### config.mk
export PLATFORM = sky130hd
export DESIGN_NAME = qspi_snoop_tracker
export DESIGN_NICKNAME = d
export VERILOG_FILES = /design/src/rtl/qsnp_pkg.sv /design/src/rtl/qsnp_opcode_decode.sv /design/src/rtl/qsnp_lane_ctrl.sv /design/src/rtl/qsnp_rx_gate.sv /design/src/rtl/qspi_snoop_tracker.sv
export SDC_FILE = /design/constraint.sdc
export NUM_CORES = 1
export LEC_CHECK = 0
export ABC_CLOCK_PERIOD_IN_PS = 2670
export BUFFER_PORTS_ARGS = -buffer_cell sky130_fd_sc_hd__buf_4
export CAP_MARGIN = 20
export CORE_MARGIN = 4
export CORE_UTILIZATION = 37
export CTS_CLUSTER_SIZE = 24
export DETAILED_ROUTE_END_ITERATION = 12
export PLACE_DENSITY = 0.59
export SYNTH_ARGS = -nofsm -noshare
export SYNTH_HDL_FRONTEND = slang
export SYNTH_HIERARCHICAL = 1
export SYNTH_SLANG_ARGS = --single-unit
### constraint.sdc
create_clock -name clk -period 2.67 [get_ports clk]
set_clock_uncertainty 0.1 [all_clocks]
set_input_delay 0 -clock clk [delete_from_list [all_inputs] [get_ports clk]]
set_output_delay 0 -clock clk [all_outputs]
set_load 0.005 [all_outputs]
### src/rtl/qsnp_pkg.sv
// Package: shared sizes, opcode values, state and decode types for the
// flash command snoop lane tracker. Assumes lane widths of 1, 2 or 4 only.
package qsnp_pkg;

    localparam int LANE_W  = 3;   // lane width carried as binary 1/2/4
    localparam int CYC_W   = 4;   // dummy cycle count, up to 8
    localparam int PHASE_W = 3;   // address / dummy byte counters, up to 5

    localparam logic [7:0] OPC_RD      = 8'h03;
    localparam logic [7:0] OPC_RD4     = 8'h13;
    localparam logic [7:0] OPC_FRD     = 8'h0B;
    localparam logic [7:0] OPC_FRD4    = 8'h0C;
    localparam logic [7:0] OPC_DOUT    = 8'h3B;
    localparam logic [7:0] OPC_DOUT4   = 8'h3C;
    localparam logic [7:0] OPC_QOUT    = 8'h6B;
    localparam logic [7:0] OPC_QOUT4   = 8'h6C;
    localparam logic [7:0] OPC_DIO     = 8'hBB;
    localparam logic [7:0] OPC_DIO4    = 8'hBC;
    localparam logic [7:0] OPC_QIO     = 8'hEB;
    localparam logic [7:0] OPC_QIO4    = 8'hEC;
    localparam logic [7:0] OPC_PROG    = 8'h02;
    localparam logic [7:0] OPC_PROG4   = 8'h12;
    localparam logic [7:0] OPC_DPROG   = 8'hA2;
    localparam logic [7:0] OPC_QPROG   = 8'h32;
    localparam logic [7:0] OPC_QPROG4  = 8'h34;

    typedef enum logic [1:0] {
        ST_OPCODE = 2'd0,
        ST_ADDR   = 2'd1,
        ST_DUMMY  = 2'd2,
        ST_PASS   = 2'd3
    } snoop_st_e;

    typedef enum logic [1:0] {
        LSW_KEEP  = 2'd0,   // width unchanged
        LSW_NOW   = 2'd1,   // switch right after the opcode
        LSW_AFTER = 2'd2    // switch after address and dummy bytes
    } lane_sw_e;

    typedef struct packed {
        logic               known;
        logic [PHASE_W-1:0] addr_bytes;
        logic [PHASE_W-1:0] dummy_bytes;
        lane_sw_e           sw;
        logic [LANE_W-1:0]  target_w;
    } opc_info_t;

    // Clock cycles one byte takes at the given lane width
    function automatic logic [CYC_W-1:0] cycles_per_byte(input logic [LANE_W-1:0] w);
        case (w)
            3'd2:    cycles_per_byte = 4'd4;
            3'd4:    cycles_per_byte = 4'd2;
            default: cycles_per_byte = 4'd8;
        endcase
    endfunction

endpackage

### src/rtl/qsnp_opcode_decode.sv
// Opcode decoder: maps one opcode byte to its address length, dummy byte
// count and lane-switch behaviour. Purely combinational; the caller uses
// the result only on the first byte of a select window.
module qsnp_opcode_decode
    import qsnp_pkg::*;
#(
    parameter int BYTE_W = 8
) (
    input  logic [BYTE_W-1:0] opcode,
    input  logic              ext_addr,
    output opc_info_t         info
);

    localparam logic [PHASE_W-1:0] ADDR_FIXED4 = PHASE_W'(4);

    logic [PHASE_W-1:0] addr_var;

    // Address length for opcodes whose length follows ext_addr
    always_comb addr_var = ext_addr ? PHASE_W'(4) : PHASE_W'(3);

    // Table lookup of the opcode properties
    always_comb begin
        info             = '0;
        info.known       = 1'b1;
        info.sw          = LSW_KEEP;
        info.target_w    = LANE_W'(1);
        info.addr_bytes  = addr_var;
        info.dummy_bytes = '0;
        case (opcode[7:0])
            OPC_RD:     ;
            OPC_RD4:    info.addr_bytes = ADDR_FIXED4;
            OPC_PROG:   ;
            OPC_PROG4:  info.addr_bytes = ADDR_FIXED4;
            OPC_FRD:    info.dummy_bytes = PHASE_W'(1);
            OPC_FRD4: begin
                info.addr_bytes  = ADDR_FIXED4;
                info.dummy_bytes = PHASE_W'(2);
            end
            OPC_DOUT, OPC_DOUT4: begin
                if (opcode[7:0] == OPC_DOUT4) info.addr_bytes = ADDR_FIXED4;
                info.dummy_bytes = PHASE_W'(1);
                info.sw          = LSW_AFTER;
                info.target_w    = LANE_W'(2);
            end
            OPC_QOUT, OPC_QOUT4: begin
                if (opcode[7:0] == OPC_QOUT4) info.addr_bytes = ADDR_FIXED4;
                info.dummy_bytes = PHASE_W'(1);
                info.sw          = LSW_AFTER;
                info.target_w    = LANE_W'(4);
            end
            OPC_DPROG: begin
                info.sw       = LSW_AFTER;
                info.target_w = LANE_W'(2);
            end
            OPC_QPROG, OPC_QPROG4: begin
                if (opcode[7:0] == OPC_QPROG4) info.addr_bytes = ADDR_FIXED4;
                info.sw       = LSW_AFTER;
                info.target_w = LANE_W'(4);
            end
            OPC_DIO, OPC_DIO4: begin
                if (opcode[7:0] == OPC_DIO4) info.addr_bytes = ADDR_FIXED4;
                info.dummy_bytes = PHASE_W'(2);
                info.sw          = LSW_NOW;
                info.target_w    = LANE_W'(2);
            end
            OPC_QIO, OPC_QIO4: begin
                if (opcode[7:0] == OPC_QIO4) info.addr_bytes = ADDR_FIXED4;
                info.dummy_bytes = PHASE_W'(5);
                info.sw          = LSW_NOW;
                info.target_w    = LANE_W'(4);
            end
            default: begin
                info.known      = 1'b0;
                info.addr_bytes = '0;
            end
        endcase
    end

endmodule

### src/rtl/qsnp_lane_ctrl.sv
// Lane controller: holds the current lane width and an optional pending
// switch that takes effect after a byte countdown. Assumes adv is raised
// only while a chip select is active.
module qsnp_lane_ctrl
    import qsnp_pkg::*;
#(
    parameter int CNT_W = 4
) (
    input  logic              clk,
    input  logic              rst_n,
    input  logic              cs_idle,
    input  logic              adv,
    input  logic              opc_fire,
    input  opc_info_t         info,
    output logic [LANE_W-1:0] lane_w
);

    logic [CNT_W-1:0]  pend_cnt;
    logic [LANE_W-1:0] pend_w;
    logic [CNT_W-1:0]  pend_load;

    // Bytes that must pass before a deferred switch applies
    always_comb pend_load = CNT_W'(info.addr_bytes) + CNT_W'(info.dummy_bytes);

    // Width register with immediate and deferred updates
    always_ff @(posedge clk) begin
        if (!rst_n || cs_idle) begin
            lane_w   <= LANE_W'(1);
            pend_cnt <= '0;
            pend_w   <= LANE_W'(1);
        end else if (adv) begin
            if (opc_fire) begin
                if (info.sw == LSW_NOW) begin
                    lane_w <= info.target_w;
                end else if (info.sw == LSW_AFTER) begin
                    pend_cnt <= pend_load;
                    pend_w   <= info.target_w;
                end
            end else if (pend_cnt != '0) begin
                pend_cnt <= pend_cnt - CNT_W'(1);
                if (pend_cnt == CNT_W'(1)) lane_w <= pend_w;
            end
        end
    end


    pending_from_single_chk: assert property (@(posedge clk) disable iff (!rst_n)
        (pend_cnt != '0) |-> (lane_w == LANE_W'(1)));


    width_legal_chk: assert property (@(posedge clk) disable iff (!rst_n)
        ($countones(lane_w) == 1) && (lane_w <= LANE_W'(4)));

endmodule

### src/rtl/qsnp_rx_gate.sv
// Receive gate: loads a discard budget on each chip-select assertion and
// decides per received byte whether it reaches the FIFO. Assumes no byte
// strobe in the cycle where the select falls.
module qsnp_rx_gate
    import qsnp_pkg::*;
#(
    parameter int DISC_W = 7
) (
    input  logic              clk,
    input  logic              rst_n,
    input  logic              cs_idle,
    input  logic              byte_sent,
    input  logic              drain_en,
    input  logic [DISC_W-1:0] disc_cfg,
    input  logic [LANE_W-1:0] lane_w,
    output logic              rx_accept
);

    logic              cs_idle_q;
    logic [DISC_W-1:0] disc_cnt;
    logic [DISC_W-1:0] step;
    logic              cs_fall;
    logic              consume;

    // Per-byte decrement and event decode
    always_comb begin
        step    = DISC_W'(cycles_per_byte(lane_w));
        cs_fall = cs_idle_q && !cs_idle;
        consume = byte_sent && !cs_idle && !drain_en && (disc_cnt != '0);
    end

    // Accept only when selected, not draining and the budget is spent
    always_comb rx_accept = byte_sent && !cs_idle && !drain_en && (disc_cnt == '0);

    // Select edge tracker and saturating discard counter
    always_ff @(posedge clk) begin
        if (!rst_n) begin
            cs_idle_q <= 1'b1;
            disc_cnt  <= '0;
        end else begin
            cs_idle_q <= cs_idle;
            if (cs_fall) begin
                disc_cnt <= disc_cfg;
            end else if (consume) begin
                disc_cnt <= (disc_cnt > step) ? (disc_cnt - step) : '0;
            end
        end
    end


    discard_shrinks_chk: assert property (@(posedge clk) disable iff (!rst_n)
        (byte_sent && !cs_idle && !drain_en && !cs_fall && disc_cnt != '0)
        |=> (disc_cnt < $past(disc_cnt)));


    drain_holds_budget_chk: assert property (@(posedge clk) disable iff (!rst_n)
        (byte_sent && drain_en && !cs_fall) |=> $stable(disc_cnt));

endmodule

### src/rtl/qspi_snoop_tracker.sv
// Top: follows the bytes of one select window through opcode, address,
// dummy and pass-through phases, and reports lane width, dummy cycles and
// receive acceptance. Assumes byte_sent only while cs_idle is low.
module qspi_snoop_tracker
    import qsnp_pkg::*;
#(
    parameter int BYTE_W = 8,
    parameter int DISC_W = 7,
    parameter int CNT_W  = 4
) (
    input  logic              clk,
    input  logic              rst_n,
    input  logic              cs_idle,
    input  logic              byte_sent,
    input  logic [BYTE_W-1:0] byte_val,
    input  logic              ext_addr,
    input  logic [DISC_W-1:0] discard_cfg,
    input  logic              drain_en,
    output logic [LANE_W-1:0] lane_width,
    output logic [CYC_W-1:0]  dummy_cycles,
    output logic              rx_accept
);

    snoop_st_e          state;
    logic [PHASE_W-1:0] phase_cnt;
    logic [PHASE_W-1:0] dummy_q;
    opc_info_t          info;
    logic               adv;
    logic               opc_fire;

    qsnp_opcode_decode #(.BYTE_W(BYTE_W)) u_decode (
        .opcode   (byte_val),
        .ext_addr (ext_addr),
        .info     (info)
    );

    // Byte advance qualifiers
    always_comb begin
        adv      = byte_sent && !cs_idle;
        opc_fire = adv && (state == ST_OPCODE) && info.known;
    end

    // Phase sequencer over the bytes of one command
    always_ff @(posedge clk) begin
        if (!rst_n || cs_idle) begin
            state     <= ST_OPCODE;
            phase_cnt <= '0;
            dummy_q   <= '0;
        end else if (adv) begin
            case (state)
                ST_OPCODE: begin
                    if (info.known) begin
                        state     <= ST_ADDR;
                        phase_cnt <= info.addr_bytes;
                        dummy_q   <= info.dummy_bytes;
                    end else begin
                        state <= ST_PASS;
                    end
                end
                ST_ADDR: begin
                    if (phase_cnt == PHASE_W'(1)) begin
                        state     <= (dummy_q == '0) ? ST_PASS : ST_DUMMY;
                        phase_cnt <= dummy_q;
                    end else begin
                        phase_cnt <= phase_cnt - PHASE_W'(1);
                    end
                end
                ST_DUMMY: begin
                    if (phase_cnt == PHASE_W'(1)) state <= ST_PASS;
                    phase_cnt <= phase_cnt - PHASE_W'(1);
                end
                default: state <= ST_PASS;
            endcase
        end
    end

    qsnp_lane_ctrl #(.CNT_W(CNT_W)) u_lane (
        .clk      (clk),
        .rst_n    (rst_n),
        .cs_idle  (cs_idle),
        .adv      (adv),
        .opc_fire (opc_fire),
        .info     (info),
        .lane_w   (lane_width)
    );

    // Dummy cycle report for the upcoming byte
    always_comb dummy_cycles = (state == ST_DUMMY) ? cycles_per_byte(lane_width) : '0;

    qsnp_rx_gate #(.DISC_W(DISC_W)) u_rx (
        .clk       (clk),
        .rst_n     (rst_n),
        .cs_idle   (cs_idle),
        .byte_sent (byte_sent),
        .drain_en  (drain_en),
        .disc_cfg  (discard_cfg),
        .lane_w    (lane_width),
        .rx_accept (rx_accept)
    );


    idle_restores_chk: assert property (@(posedge clk) disable iff (!rst_n)
        cs_idle |=> (lane_width == LANE_W'(1)) && (dummy_cycles == '0));


    dummy_fills_byte_chk: assert property (@(posedge clk) disable iff (!rst_n)
        (dummy_cycles != '0) |-> (int'(dummy_cycles) * int'(lane_width) == 8));


    unknown_stays_single_chk: assert property (@(posedge clk) disable iff (!rst_n)
        (adv && state == ST_OPCODE && !info.known) |=> (lane_width == LANE_W'(1)));

endmodule

* After elaboration in Yosys (flattened, before gate mapping)
Cells that the tools add are included.
Word-level totals: bits in registers 26, bits of input ports 21, output and inout bits 8, logic and storage cells 114
Operators by class: add/sub/neg operators 4, $lt $le $gt $ge 1, equal/unequal tests 31, mux-type cells 31, bitwise logic cells 1, reduce and logical (&&, ||, !) cells 38
Operators with widths (count):
- $eq 8x8->1 const B | 5
- $mux 3 | 12
- $eq 8x6->1 const B | 4
- $mux 7 | 3
- $pmux 3 s7 | 1
- $mux 4 | 5
- $pmux 5 s4 | 1
- $pmux 3 s3 | 2
- $reduce_or 17->1 | 1
- $eq 8x2->1 const B | 2
- $eq 8x4->1 const B | 2
- $eq 8x5->1 const B | 2
- $eq 8x7->1 const B | 2
- $reduce_and 4->1 | 3
- $reduce_or 2->1 | 5
- $reduce_and 3->1 | 3
- $reduce_or 3->1 | 3
- $ne 2x2->1 const B | 4
- $pmux 4 s2 | 1
- $reduce_or 4->1 | 2
- $gt 7x4->1 | 1
- $logic_and 1x1->1 | 7
- $logic_not 7->1 | 1
- $reduce_bool 7->1 | 1
- 23 further kinds | 33

* Depth between registers and ports, before layout
depth in word-level cells 7, mapped depth 12, gate-level depth less buffers 11

* Modules after synthesis
The synthesis kept the hierarchy.
Modules (own cells, without submodules):
- qsnp_lane_ctrl | times used 1, cells an instance 68, area an instance 666.9 um^2, seq. area each 200.2 um^2
- qspi_snoop_tracker | times used 1, cells an instance 72, area an instance 609.3 um^2, seq. area each 160.2 um^2
- qsnp_rx_gate | times used 1, cells an instance 72, area an instance 584.3 um^2, seq. area each 160.2 um^2
- qsnp_opcode_decode | times used 1, cells an instance 68, area an instance 434.2 um^2, seq. area each 0.0 um^2

* Worst setup path before layout
Ideal clock, no wire load.
path kind input port to flip-flop, from input byte_val[0], to register u_lane.pend_cnt[2], library setup time 0.128 ns, data arrival time 2.073 ns, data required time 2.442 ns, setup slack 0.369 ns, stages on the path 11, buffers on the path 1, path through buf_6 > and3b_1 > o2111ai_1 > nand4_1 > a211o_1 > nand3_1 > inv_1 > or4b_4 > o211a_4 > o21ai_0 > a221oi_2
RTL lines:
- start, declared | RTL line qspi_snoop_tracker.sv:15 | input logic [BYTE_W-1:0] byte_val,
- end signal, assigned | RTL line qsnp_lane_ctrl.sv:36 | pend_cnt <= pend_load;
- end signal, assigned | RTL line qsnp_lane_ctrl.sv:40 | pend_cnt <= pend_cnt - CNT_W'(1);
- end, declared | RTL line qsnp_lane_ctrl.sv:18 | logic [CNT_W-1:0] pend_cnt;

* Worst setup path in the final report
from register u_lane.lane_w[1], to register u_rx.disc_cnt[4]
On the way: longest elaborated chain between the ends 6, elaborated cells on any way between the ends 8, those cells by class add/sub: 1; order compare: 1; eq/ne: 2; mux: 4
Ends and longest elaborated chain:
- start, declared | RTL line qsnp_lane_ctrl.sv:15 | output logic [LANE_W-1:0] lane_w
- start signal, assigned | RTL line qsnp_lane_ctrl.sv:34 | lane_w <= info.target_w;
- start signal, assigned | RTL line qsnp_lane_ctrl.sv:41 | if (pend_cnt == CNT_W'(1)) lane_w <= pend_w;
- $eq 3x3->1 / $eq 3x2->1 (equally long branches) | RTL line qsnp_pkg.sv:50 | case (w)
- $pmux 4 s2 (*) | RTL line qsnp_pkg.sv:50
- $sub 7x4->7 / $gt 7x4->1 (equally long branches) | RTL line qsnp_rx_gate.sv:45 | disc_cnt <= (disc_cnt > step) ? (disc_cnt - step) : '0;
- $mux 7 (*) | RTL line qsnp_rx_gate.sv:45
- $mux 7 (*) | RTL line qsnp_rx_gate.sv:44 | end else if (consume) begin
- $mux 7 (*) | RTL line qsnp_rx_gate.sv:42 | if (cs_fall) begin
- end signal, assigned | RTL line qsnp_rx_gate.sv:43 | disc_cnt <= disc_cfg;
- end signal, assigned | RTL line qsnp_rx_gate.sv:45
- end, declared | RTL line qsnp_rx_gate.sv:20 | logic [DISC_W-1:0] disc_cnt;
Every way passes the cells marked *; elsewhere a longest branch is shown, timed or not. The select of a mux whose other input is x is not followed. A chain may end at the register's enable or synchronous reset.

==> flow_metrics.py <==
metrics = {
    "run_status": {
        "status": "finished, final reports clean",
    },
    "yosys": {
        "synthDistinctLibCells": 67,
        "synth_top_area_share_pct": 22.7,
        "ys.flop_type": "dfxtp_1",
        "syn_nets": 318,
        "yosysTopAreaCell": "dfxtp_1",
        "yosys_register_bits": 26,
        "synth_edf_count": 0,
        "synth-seq-area-share_pct": 22.7,
        "synth.cell_area_um2": 2290,
        "synth_area_per_cell_um2": 8.20,
        "synth.area.top_cells": "dfxtp_1, ha_1, mux2i_1",
        "netlist_instances": 280,
        "async_reset_ff_share_pct": 0,
        "yosysWarningCount": 6,
    },
    "timing": {
        "post-route-min-period_ps": 2340,
        "setup_viol": 0,
        "final-hold-violation-count": 0,
        "maxSlewViolCount": 0,
        "finalSetupTns_ps": 0,
        "max_freq_mhz": 427,
        "holdWs_ps": 64.6,
        "rsz0062_at_grt": "no",
        "setup_ws_ps": 331,
        "period_share_pct": 87.6,
    },
    "flow_run": {
        "maxCapViolations": 0,
    },
    "setup_path": {
        "cp_slowest_cell": "or3b_2",
        "cp.required_ps": 2740,
        "r2r_slack_ps": 330,
        "timing.rr.end": "u_rx/disc_cnt[4]",
        "cp_cell_sequence": "or3b_2, fa_1, a21o_1, a31o_2, o211ai_1, a31oi_1",
        "crit_path_end_kind": "flop",
        "arrival_ps": 2410,
        "r2r-start": "u_lane/lane_w[1]",
        "ff2ff_path_depth": 6,
        "cp-start-kind": "flop",
        "max_stage_delay_ps": 520,
        "criticalPathCategory": "reg -> reg",
        "critPathMaxFanout": 7,
        "crit_path_start": "u_lane/lane_w[1]",
    },
    "clocking": {
        "cts_buffers": 3,
        "clock_latency_ps": 270,
        "h-tree-depth": 1,
        "cts_resized": 0,
        "clock-sinks": 26,
        "tritoncts": "built",
        "cts_max_path_buffers": 2,
        "cts_setup_buffers": 0,
        "cts_root_buf": "clkbuf_8",
        "clk_pin_slew_ps": 100,
    },
    "grt": {
        "antenna_found_initial": 0,
        "grt_pass1_wl_mm": 9.47,
        "grt_max_degree": 16,
        "grt_use_total_pct": 15.1,
        "grt_pass1_vias": 2054,
        "globalRoute.totalOverflow": 0,
    },
    "drt": {
        "ant_nets": 0,
        "drtIter0Drc": 85,
        "drt_pass1_iterations": 4,
        "wirelength_mm": 5.32,
        "drc": 0,
        "vias": 2082,
        "post_drt_wl_per_cell_um": 13.5,
        "vias_per_cell": 5.30,
    },
    "pwr": {
        "p_int_uw": 682,
        "switching_share_pct": 25.8,
        "p_comb_share_pct": 19.6,
        "p_leak_uw": 0.00114,
        "switching_power_uw": 237,
        "clockPowerShare_pct": 36.2,
        "p_seq_share_pct": 44.1,
        "vdd_drop_max_mv": 0.299,
        "p_per_area_nw_per_um2": 335,
    },
    "finish": {
        "area_delta_synth_final_pct": 19.7,
        "n_antenna_cell": 0,
        "drive_gt1_share_pct": 19.5,
        "nNetsFinal": 357,
        "nFillCells": 606,
    },
    "die": {
        "coreArea_um2": 5960,
        "die_h_um": 86.8,
        "row_count": 28,
        "initial_utilization_pct": 38.5,
        "die_w_um": 86.8,
        "io_pins": 29,
        "dieArea_um2": 7530,
    },
    "placed_design": {
        "io_buffers": 27,
        "hpwl_mm": 4.18,
        "place_congestion": 0.837,
        "pre_cts_slack_ps": 233,
    },
    "hold_path": {
        "hold_path_class": "in -> reg",
        "worstHoldEndpoint": "u_rx/disc_cnt[4]",
        "hold_start": "byte_sent",
        "holdPathStages": 4,
    },
}
-- layout by cell type (no fill, tap or decap), types with 3 or more instances in the layout --
master	instances
buf_4	34
dfxtp_1	26
inv_1	24
nand2_1	22
nor2_1	19
nand3_1	18
ha_1	15
o21ai_0	14
a21oi_1	13
mux2i_1	11
dlygate4sd3_1	10
xor2_1	7
nand2b_1	6
a31oi_1	5
nor3_1	4
nor3b_1	4
nor4b_1	3
and2b_1	3
a21o_1	3
mux2_2	3
clkbuf_8	3
nor2b_1	3
nand4_1	3
nand3b_1	3
and3b_1	3
o2111ai_1	3
a211o_1	3
-- layer usage --
metal  up-vias  share of wire (%)  global-route usage (%)
met5         -                  0                       0
met4         0               0.77                    2.41
met3         4                4.6                    2.57
met2        49                 46                    26.1
met1       945                 49                    20.2
li1       1084                  -                       -
-- flip-flops by register name (all words and copies together) (netlist names) --
signal and cells:
u_lane/pend_cnt 4, u_lane/pend_w 3, u_lane/lane_w 3, state 2, phase_cnt 3, u_rx/cs_idle_q 1
dummy_q 3, u_rx/disc_cnt 7
-- cell families after synthesis --
group,count (synthesis),share of synthesized area [%]
AO/OA/AOI/OAI,69,22.6
XOR/XNOR,8,3.05
adder cells (fa/ha/maj),17,9.92
buffers and inverters,34,6.92
flip-flops,26,22.7
multiplexers,14,6.27
other,1,0.163
AND/OR/NAND/NOR,111,28.4
-- power groups by stage --
stage | Combinational, uW | Clock (uW) | Sequential (uW)
2_1_floorplan | 116 | 0 | 412
3_3_place_gp | 169 | 0 | 415
3_5_place_dp | 168 | 0 | 415
4_1_cts | 181 | 348 | 406
5_1_grt | 202 | 359 | 408
6_report | 180 | 333 | 406
-- worst max-delay path, delay by kind of cell (launching register included) --
kind	cells	cell delay [ps]
compound gates	4	690
flops	1	460
fa+ha+maj	1	470
simple gates	1	520
-- Yosys cell counts (2+ instances only) --
cell type,instances
nand3b_1,3
buf_6,2
a221oi_2,2
buf_4,3
o2bb2ai_1,2
a21oi_1,13
ha_1,15
and3b_1,3
o2111ai_1,3
nand3_1,18
inv_1,24
dfxtp_1,26
nor3_1,4
and2b_1,3
fa_1,2
mux2_2,3
nand2_1,22
or2_1,2
o21a_1,2
and2_1,2
nand2b_1,6
o211ai_1,2
o21ai_0,14
a211oi_1,2
a211o_1,3
nor2_1,19
a31oi_1,5
o31ai_1,2
o211ai_2,2
nor3b_1,4
mux2i_1,11
nor2b_1,3
a21boi_0,2
o32ai_1,2
buf_2,4
nand2b_4,2
xor2_1,7
nand4_1,3
a21o_1,3
nor4b_1,3
-- worst max path at each step --
stage                               to  cells after the start
floorplan           u_lane/pend_cnt[2]                     11
global placement      u_lane/lane_w[2]                     12
detailed placement  u_lane/pend_cnt[0]                     12
CTS                   u_rx/disc_cnt[4]                      6
global route          u_rx/disc_cnt[4]                      6
finish                u_rx/disc_cnt[4]                      6
-- through the flow --
stage | power [uW] | cell area, um2 | cells | utilization [%]
finish | 919 | 2750 | 393 | 46.1
detailed placement | 583 | 2570 | 379 | 43.2
CTS | 935 | 2750 | 393 | 46.1
floorplan | 529 | 2290 | 280 | -
global placement | 583 | 2570 | 379 | 43.2
global route | 969 | 2750 | 393 | 46.1
-- final cells by class --
class | instances | area [um2] | area share, %
multi-input cells | 220 | 1620 | 58.8
clock buffers | 3 | 41.3 | 1.50
well taps | 75 | 93.8 | 3.42
flip-flops and latches | 26 | 520 | 19.0
clock inverters | 1 | 30.0 | 1.09
inverters | 24 | 90.1 | 3.28
repair buffers | 44 | 355 | 12.9
-- what timing repair did --
item | in CTS | in global routing
endpoints found under the hold margin | 10 | 0
setup endpoints to repair | 0 | 0
hold buffers | 10 | 0
No activity file was read; power rests on OpenSTA's default activity.
